==> config.mk <==
export PLATFORM = sky130hd
export DESIGN_NAME = irq_resolver
export DESIGN_NICKNAME = d
export VERILOG_FILES = /design/src/rtl/irq_res_pkg.sv /design/src/rtl/irq_prio_core.sv /design/src/rtl/irq_ctrl_regs.sv /design/src/rtl/irq_isr_bank.sv /design/src/rtl/irq_resolver.sv
export SDC_FILE = /design/constraint.sdc
export NUM_CORES = 1
export LEC_CHECK = 0
export ABC_AREA = 1
export BUFFER_PORTS_ARGS = -buffer_cell sky130_fd_sc_hd__buf_4
export CAP_MARGIN = 0
export CORE_MARGIN = 2
export CORE_UTILIZATION = 45
export CTS_CLUSTER_DIAMETER = 60
export DETAILED_ROUTE_END_ITERATION = 8
export PLACE_DENSITY = 0.78
export SLEW_MARGIN = 20
export SYNTH_ARGS = -nofsm -noshare
export SYNTH_HDL_FRONTEND = slang
export SYNTH_SLANG_ARGS = --single-unit
==> constraint.sdc <==
create_clock -name clk -period 1.5 [get_ports clk]
set_input_delay 0.225 -clock clk [delete_from_list [all_inputs] [get_ports clk]]
set_output_delay 0.225 -clock clk [all_outputs]
set_load 0.02 [all_outputs]
==> src/rtl/irq_res_pkg.sv <==
package irq_res_pkg;
  localparam int DATA_W     = 8;
  localparam int CW_EOI     = 0;
  localparam int CW_POLL    = 2;
  localparam int CW_SMM_VAL = 5;
  localparam int CW_SMM_EN  = 6;
  localparam int POLL_FLAG  = 7;

  typedef enum logic {SEL_MASK = 1'b0, SEL_CTRL = 1'b1} port_sel_e;

  typedef struct packed {
    logic smm_en;
    logic smm_val;
    logic poll;
    logic eoi;
  } ctrl_word_t;

  function automatic ctrl_word_t decode_ctrl(input logic [DATA_W-1:0] w);
    ctrl_word_t c;
    c.smm_en  = w[CW_SMM_EN];
    c.smm_val = w[CW_SMM_VAL];
    c.poll    = w[CW_POLL];
    c.eoi     = w[CW_EOI];
    return c;
  endfunction
endpackage

==> src/rtl/irq_prio_core.sv <==
module irq_prio_core #(
  parameter int NLINES = 8,
  parameter int IDXW   = (NLINES > 1) ? $clog2(NLINES) : 1
) (
  input  logic [NLINES-1:0] req,
  input  logic [NLINES-1:0] mask,
  input  logic [NLINES-1:0] isr,
  input  logic              smm,
  output logic [NLINES-1:0] elig,
  output logic [NLINES-1:0] win_oh,
  output logic [IDXW-1:0]   win_idx,
  output logic              any
);
  function automatic logic [NLINES-1:0] lowest_oh(input logic [NLINES-1:0] x);
    return x & (~x + 1'b1);
  endfunction

  // lines strictly ahead of the blocking one; all lines when nothing blocks
  function automatic logic [NLINES-1:0] ahead_of(input logic [NLINES-1:0] oh);
    return (oh == '0) ? '1 : (oh - 1'b1);
  endfunction

  function automatic logic [IDXW-1:0] oh2idx(input logic [NLINES-1:0] oh);
    logic [IDXW-1:0] r;
    r = '0;
    for (int i = 0; i < NLINES; i++)
      if (oh[i]) r = IDXW'(i);
    return r;
  endfunction

  logic [NLINES-1:0] live_isr, blk_oh, open_lines;

  always_comb begin
    live_isr   = smm ? (isr & ~mask) : isr;
    blk_oh     = lowest_oh(live_isr);
    open_lines = ahead_of(blk_oh);
    elig       = req & ~mask & open_lines;
    win_oh     = lowest_oh(elig);
    win_idx    = oh2idx(win_oh);
    any        = |elig;
  end
endmodule

==> src/rtl/irq_ctrl_regs.sv <==
module irq_ctrl_regs
  import irq_res_pkg::*;
#(
  parameter int NLINES = 8
) (
  input  logic              clk,
  input  logic              rst,
  input  logic              cs,
  input  logic              wr,
  input  logic              rd,
  input  logic              sel,
  input  logic [DATA_W-1:0] din,
  input  logic [NLINES-1:0] req,
  output logic [NLINES-1:0] mask_q,
  output logic              smm_q,
  output logic              poll_q,
  output logic [NLINES-1:0] req_eff,
  output logic              poll_rd,
  output logic              rd_cyc,
  output logic              eoi_wr
);
  logic              wr_cyc, ctrl_wr, mask_wr;
  ctrl_word_t        cw;
  logic [NLINES-1:0] snap_q;

  assign wr_cyc  = cs & wr;
  assign rd_cyc  = cs & rd & ~wr;
  assign ctrl_wr = wr_cyc & (port_sel_e'(sel) == SEL_CTRL);
  assign mask_wr = wr_cyc & (port_sel_e'(sel) == SEL_MASK);
  assign cw      = decode_ctrl(din);
  assign poll_rd = rd_cyc & poll_q;
  assign eoi_wr  = ctrl_wr & cw.eoi;
  assign req_eff = poll_q ? snap_q : req;

  always_ff @(posedge clk) begin
    if (rst) begin
      mask_q <= '0;
      smm_q  <= 1'b0;
      poll_q <= 1'b0;
      snap_q <= '0;
    end else begin
      if (mask_wr) mask_q <= din[NLINES-1:0];
      if (ctrl_wr && cw.smm_en) smm_q <= cw.smm_val;
      if (ctrl_wr && cw.poll) begin
        poll_q <= 1'b1;
        snap_q <= req;
      end else if (poll_rd) begin
        poll_q <= 1'b0;
      end
    end
  end

  a_r8_poll_one_shot: assert property (@(posedge clk) disable iff (rst)
    poll_rd |=> !poll_q);
  a_r6_poll_arms: assert property (@(posedge clk) disable iff (rst)
    (ctrl_wr && cw.poll) |=> poll_q);
  a_r5_smm_hold: assert property (@(posedge clk) disable iff (rst)
    !(ctrl_wr && cw.smm_en) |=> $stable(smm_q));
  a_r9_frozen_reqs: assert property (@(posedge clk) disable iff (rst)
    (poll_q && !poll_rd && !(ctrl_wr && cw.poll)) |=> $stable(req_eff));
  a_r1_reset_clears: assert property (@(posedge clk)
    rst |=> (!poll_q && !smm_q && mask_q == '0));
endmodule

==> src/rtl/irq_isr_bank.sv <==
module irq_isr_bank #(
  parameter int NLINES = 8
) (
  input  logic              clk,
  input  logic              rst,
  input  logic [NLINES-1:0] set_oh,
  input  logic              eoi,
  output logic [NLINES-1:0] isr_q,
  output logic [NLINES-1:0] clr_oh
);
  function automatic logic [NLINES-1:0] lowest_oh(input logic [NLINES-1:0] x);
    return x & (~x + 1'b1);
  endfunction

  assign clr_oh = eoi ? lowest_oh(isr_q) : '0;

  always_ff @(posedge clk) begin
    if (rst) isr_q <= '0;
    else     isr_q <= (isr_q & ~clr_oh) | set_oh;
  end

  a_r6_set_onehot: assert property (@(posedge clk) disable iff (rst)
    $onehot0(set_oh));
  a_r6_set_lands: assert property (@(posedge clk) disable iff (rst)
    (set_oh != '0) |=> ((isr_q & $past(set_oh)) == $past(set_oh)));
  a_r10_eoi_drops_one: assert property (@(posedge clk) disable iff (rst)
    (eoi && set_oh == '0 && isr_q != '0) |=>
      ($countones(isr_q) + 1 == $countones($past(isr_q))));
  a_r1_isr_reset: assert property (@(posedge clk)
    rst |=> (isr_q == '0));
endmodule

==> src/rtl/irq_resolver.sv <==
module irq_resolver
  import irq_res_pkg::*;
#(
  parameter int NLINES = 8,
  parameter int IDXW   = (NLINES > 1) ? $clog2(NLINES) : 1
) (
  input  logic              clk,
  input  logic              rst,
  input  logic [NLINES-1:0] req_i,
  input  logic              cs_i,
  input  logic              wr_i,
  input  logic              rd_i,
  input  logic              sel_i,
  input  logic [DATA_W-1:0] din_i,
  output logic [DATA_W-1:0] dout_o,
  output logic              int_o,
  output logic [NLINES-1:0] isr_set_o,
  output logic [NLINES-1:0] isr_clr_o
);
  logic [NLINES-1:0] mask_q, req_eff, isr_q, elig, win_oh;
  logic [IDXW-1:0]   win_idx;
  logic              smm_q, poll_q, poll_rd, rd_cyc, eoi_wr, any;
  logic [2:0]        win_code;

  irq_ctrl_regs #(.NLINES(NLINES)) u_regs (
    .clk(clk), .rst(rst), .cs(cs_i), .wr(wr_i), .rd(rd_i), .sel(sel_i),
    .din(din_i), .req(req_i), .mask_q(mask_q), .smm_q(smm_q),
    .poll_q(poll_q), .req_eff(req_eff), .poll_rd(poll_rd),
    .rd_cyc(rd_cyc), .eoi_wr(eoi_wr)
  );

  irq_prio_core #(.NLINES(NLINES), .IDXW(IDXW)) u_core (
    .req(req_eff), .mask(mask_q), .isr(isr_q), .smm(smm_q),
    .elig(elig), .win_oh(win_oh), .win_idx(win_idx), .any(any)
  );

  irq_isr_bank #(.NLINES(NLINES)) u_isr (
    .clk(clk), .rst(rst), .set_oh(isr_set_o), .eoi(eoi_wr),
    .isr_q(isr_q), .clr_oh(isr_clr_o)
  );

  assign int_o     = any;
  assign win_code  = 3'(win_idx);
  assign isr_set_o = (poll_rd && any) ? win_oh : '0;

  always_comb begin
    dout_o = '0;
    if (poll_rd) begin
      if (any) begin
        dout_o[POLL_FLAG] = 1'b1;
        dout_o[2:0]       = win_code;
      end
    end else if (rd_cyc) begin
      dout_o = (port_sel_e'(sel_i) == SEL_CTRL) ? DATA_W'(isr_q) : DATA_W'(mask_q);
    end
  end

  a_r7_set_needs_int: assert property (@(posedge clk) disable iff (rst)
    (isr_set_o != '0) |-> int_o);
  a_r6_poll_word_gap: assert property (@(posedge clk) disable iff (rst)
    poll_rd |-> (dout_o[6:3] == 4'b0));
  a_r10_clr_only_on_eoi: assert property (@(posedge clk) disable iff (rst)
    (isr_clr_o != '0) |-> (cs_i && wr_i && sel_i && din_i[CW_EOI]));
endmodule

==> flow_summary.yaml <==
power:
  swShare_pct: 29.3
  powerDensity_nw_per_um2: 525
  vdd.ir_drop.worst_v: 0.000555
  p_leak_uw: 0.00139
  p_int_uw: 1090
  switchingPower_uw: 451
  seqPwrFrac_pct: 46.6
  pwr-share-clk_pct: 30.0
  pwr-share-comb_pct: 23.4
place:
  gp_congestion: 0.927
  dpl_worst_slack_ps: -388
  place_hpwl_um: 4120
  portBuffers: 46
  dpl_cell_area_sq_um: 2500
  place_inst: 414
sta:
  finalMaxSlewViolations: 0
  period_needed_ps: 2150
  layout_worst_path_cycle_share_pct: 144
  hold_violations: 0
  setup_viol: 27
  worst_slack_ps: -655
  tightest_slew_ps: 328
  timing.fmax_mhz: 464
  max-slew-margin-rel_pct: 78.1
  clock_skew_ps: 3.88
  rsz0062_at_grt: "yes"
finish:
  final_nets: 405
  syn_to_final_growth_pct: 64.8
  n_fill_cell: 257
  antenna_cells: 0
  final_common_cell: "buf_4"
  design_area_sq_um: 2930
  instances_no_fill: 430
  final_cell_mix: "87 x buf_4, 72 x nand2_1, 26 x inv_1"
  post_route_cells_drive_above_1_share_pct: 51.0
floorplanning:
  core_area_sq_um: 3740
  die_w_um: 66.9
  die_area_sq_um: 4480
  initial_core_util_pct: 47.6
  rows: 22
  die_h_um: 66.9
  io_pins: 47
flow_run:
  maxCapViolations: 0
critical_path:
  cp.arrival_ps: 1930
  critPathKind: "reg2out"
  required_ps: 1270
  critPathCaptureType: "primary output"
  cp-start-kind: "flip-flop"
  worstPathMaxFanout: 9
route:
  ant_nets: 0
  drc: 0
  drtIter0Drc: 191
  wl_per_cell_um: 15.5
  routed_wl_um: 6650
  first_pass_iters: 5
  routed_via_density: 5.38
  vias: 2313
grt:
  track_usage_pct: 28.6
  grt_pass1_vias: 2172
  grt_pass1_wl_um: 9650
  grt_max_degree: 27
  antenna_found_initial: 0
  grt.overflow.total: 0
synth:
  yosys_warnings: 0
  yosysUniqueCellTypes: 34
  synth_nets: 308
  synthFlopType: "dfxtp_1"
  syn_inst: 286
  synthesis.area_sq_um: 1780
  synth_edf_count: 0
  synth-async-reset-ratio_pct: 0
  ys_ff_latch: 26
  yosysSeqAreaShare_pct: 29.2
  syn_area_per_cell_sq_um: 6.23
clock_tree:
  cts_buffer_depth: 2
  clk_pin_slew_ps: 90
  cts_root_buf: "clkbuf_8"
  htreeDepth: 1
  clk_latency_ps: 270
  numCtsBuffers: 3
  clock_sinks: 26
  cts_tree: "done"
outcome:
  outcome: "complete, but fails checks"
  violations: "negative setup slack"
hold_path:
  hp-class: "in2reg"
path summary, 6_finish.rpt:
| check | startpoint | endpoint | slack, ps | depth (start not counted) |
|---|---|---|---|---|
| setup / recovery | u_regs.smm_q$_SDFFE_PP0P_ | dout_o[2] | -650 | 11 |
| hold / removal | din_i[7] | u_regs.mask_q[7]$_SDFFE_PP0P_ | 210 | 3 |
| setup reg to reg | u_regs.poll_q$_SDFFE_PP0P_ | u_isr.isr_q[6]$_SDFF_PP0_ | -490 | 12 |
| hold reg to reg | u_regs.snap_q[4]$_SDFFE_PP0P_ | u_regs.snap_q[4]$_SDFFE_PP0P_ | 470 | 2 |
logic make-up after synthesis:
group,Yosys count,share of synthesized area [%]
AOI/OAI and AO/OA,45,14.8
buffers and inverters,48,10.8
and+or+nand+nor,166,44.6
DFF,26,29.2
muxes,1,0.562
cell usage after synthesis (3+ instances only):
cell / instances / area (sq um)
nor2_1: 31 / 116
nand2_1: 92 / 345
inv_1: 37 / 139
clkbuf_1: 4 / 15.0
nand4_1: 3 / 18.8
a21oi_2: 5 / 43.8
dfxtp_1: 26 / 521
o21ai_0: 10 / 50.1
a211oi_1: 7 / 52.6
nand3_1: 11 / 55.1
nor2_2: 5 / 31.3
nand2_2: 5 / 31.3
a21oi_1: 21 / 105
nor2_4: 3 / 33.8
nand3_2: 5 / 50.1
critical path, stage by stage (launching register included):
cell     delay, ps
dfxtp_4        440
nand2_1        100
nand2_2        100
nand2_1         90
nor2_4         120
nand4_1        200
nor2_4         170
nand2_4         80
nand3_2         80
nand2_1         80
nand2_2         70
buf_6          110
layer usage:
layer | wire (um) | track usage [%] | share of wire (%)
met2 | 3320 | 51.4 | 50
met5 | 0 | 0 | 0
met1 | 2580 | 31.9 | 39
met3 | 454 | 5.41 | 6.8
met4 | 296 | 14.0 | 4.5
area by class of cell:
class	count	area, sq um	share of cell area [%]
inverters	40	155	5.29
repair buffers	100	800	27.2
flip-flops and latches	26	534	18.2
well taps	48	60.1	2.05
multi-input cells	212	1330	45.3
clock buffers	4	55.1	1.88
sequential cells by signal, summed over array words and instances (netlist names):
name and cells:
u_regs.mask_q 8, u_regs.poll_q 1, u_regs.snap_q 8, u_isr.isr_q 8
u_regs.smm_q 1
metrics by stage:
stage                     hold WS [ps]  TNS, ps  utilization [%]  total power, uW
after global placement             457    -5500             66.9             1020
after detailed placement           463    -6400             66.9             1030
after global routing               208   -13400             78.4             1590
after CTS                          213    -8820             74.6             1490
final                              206   -11090             78.4             1540
after floorplan                    368     -813                -              903
timing repair:
item | in CTS | in global routing
pin swaps | 17 | 5
resized for setup | 58 | 29
hold buffers | 0 | 0
setup endpoints to repair | 31 | 31
setup buffers | 20 | 6
power groups by stage:
stage / combinational [uW] / sequential [uW] / clock, uW
finish: 360 / 717 / 462
CTS: 322 / 717 / 454
detailed placement: 296 / 733 / 0
global route: 387 / 718 / 489
global placement: 291 / 733 / 0
floorplan: 173 / 730 / 0
(Power assumes the default switching activity.)
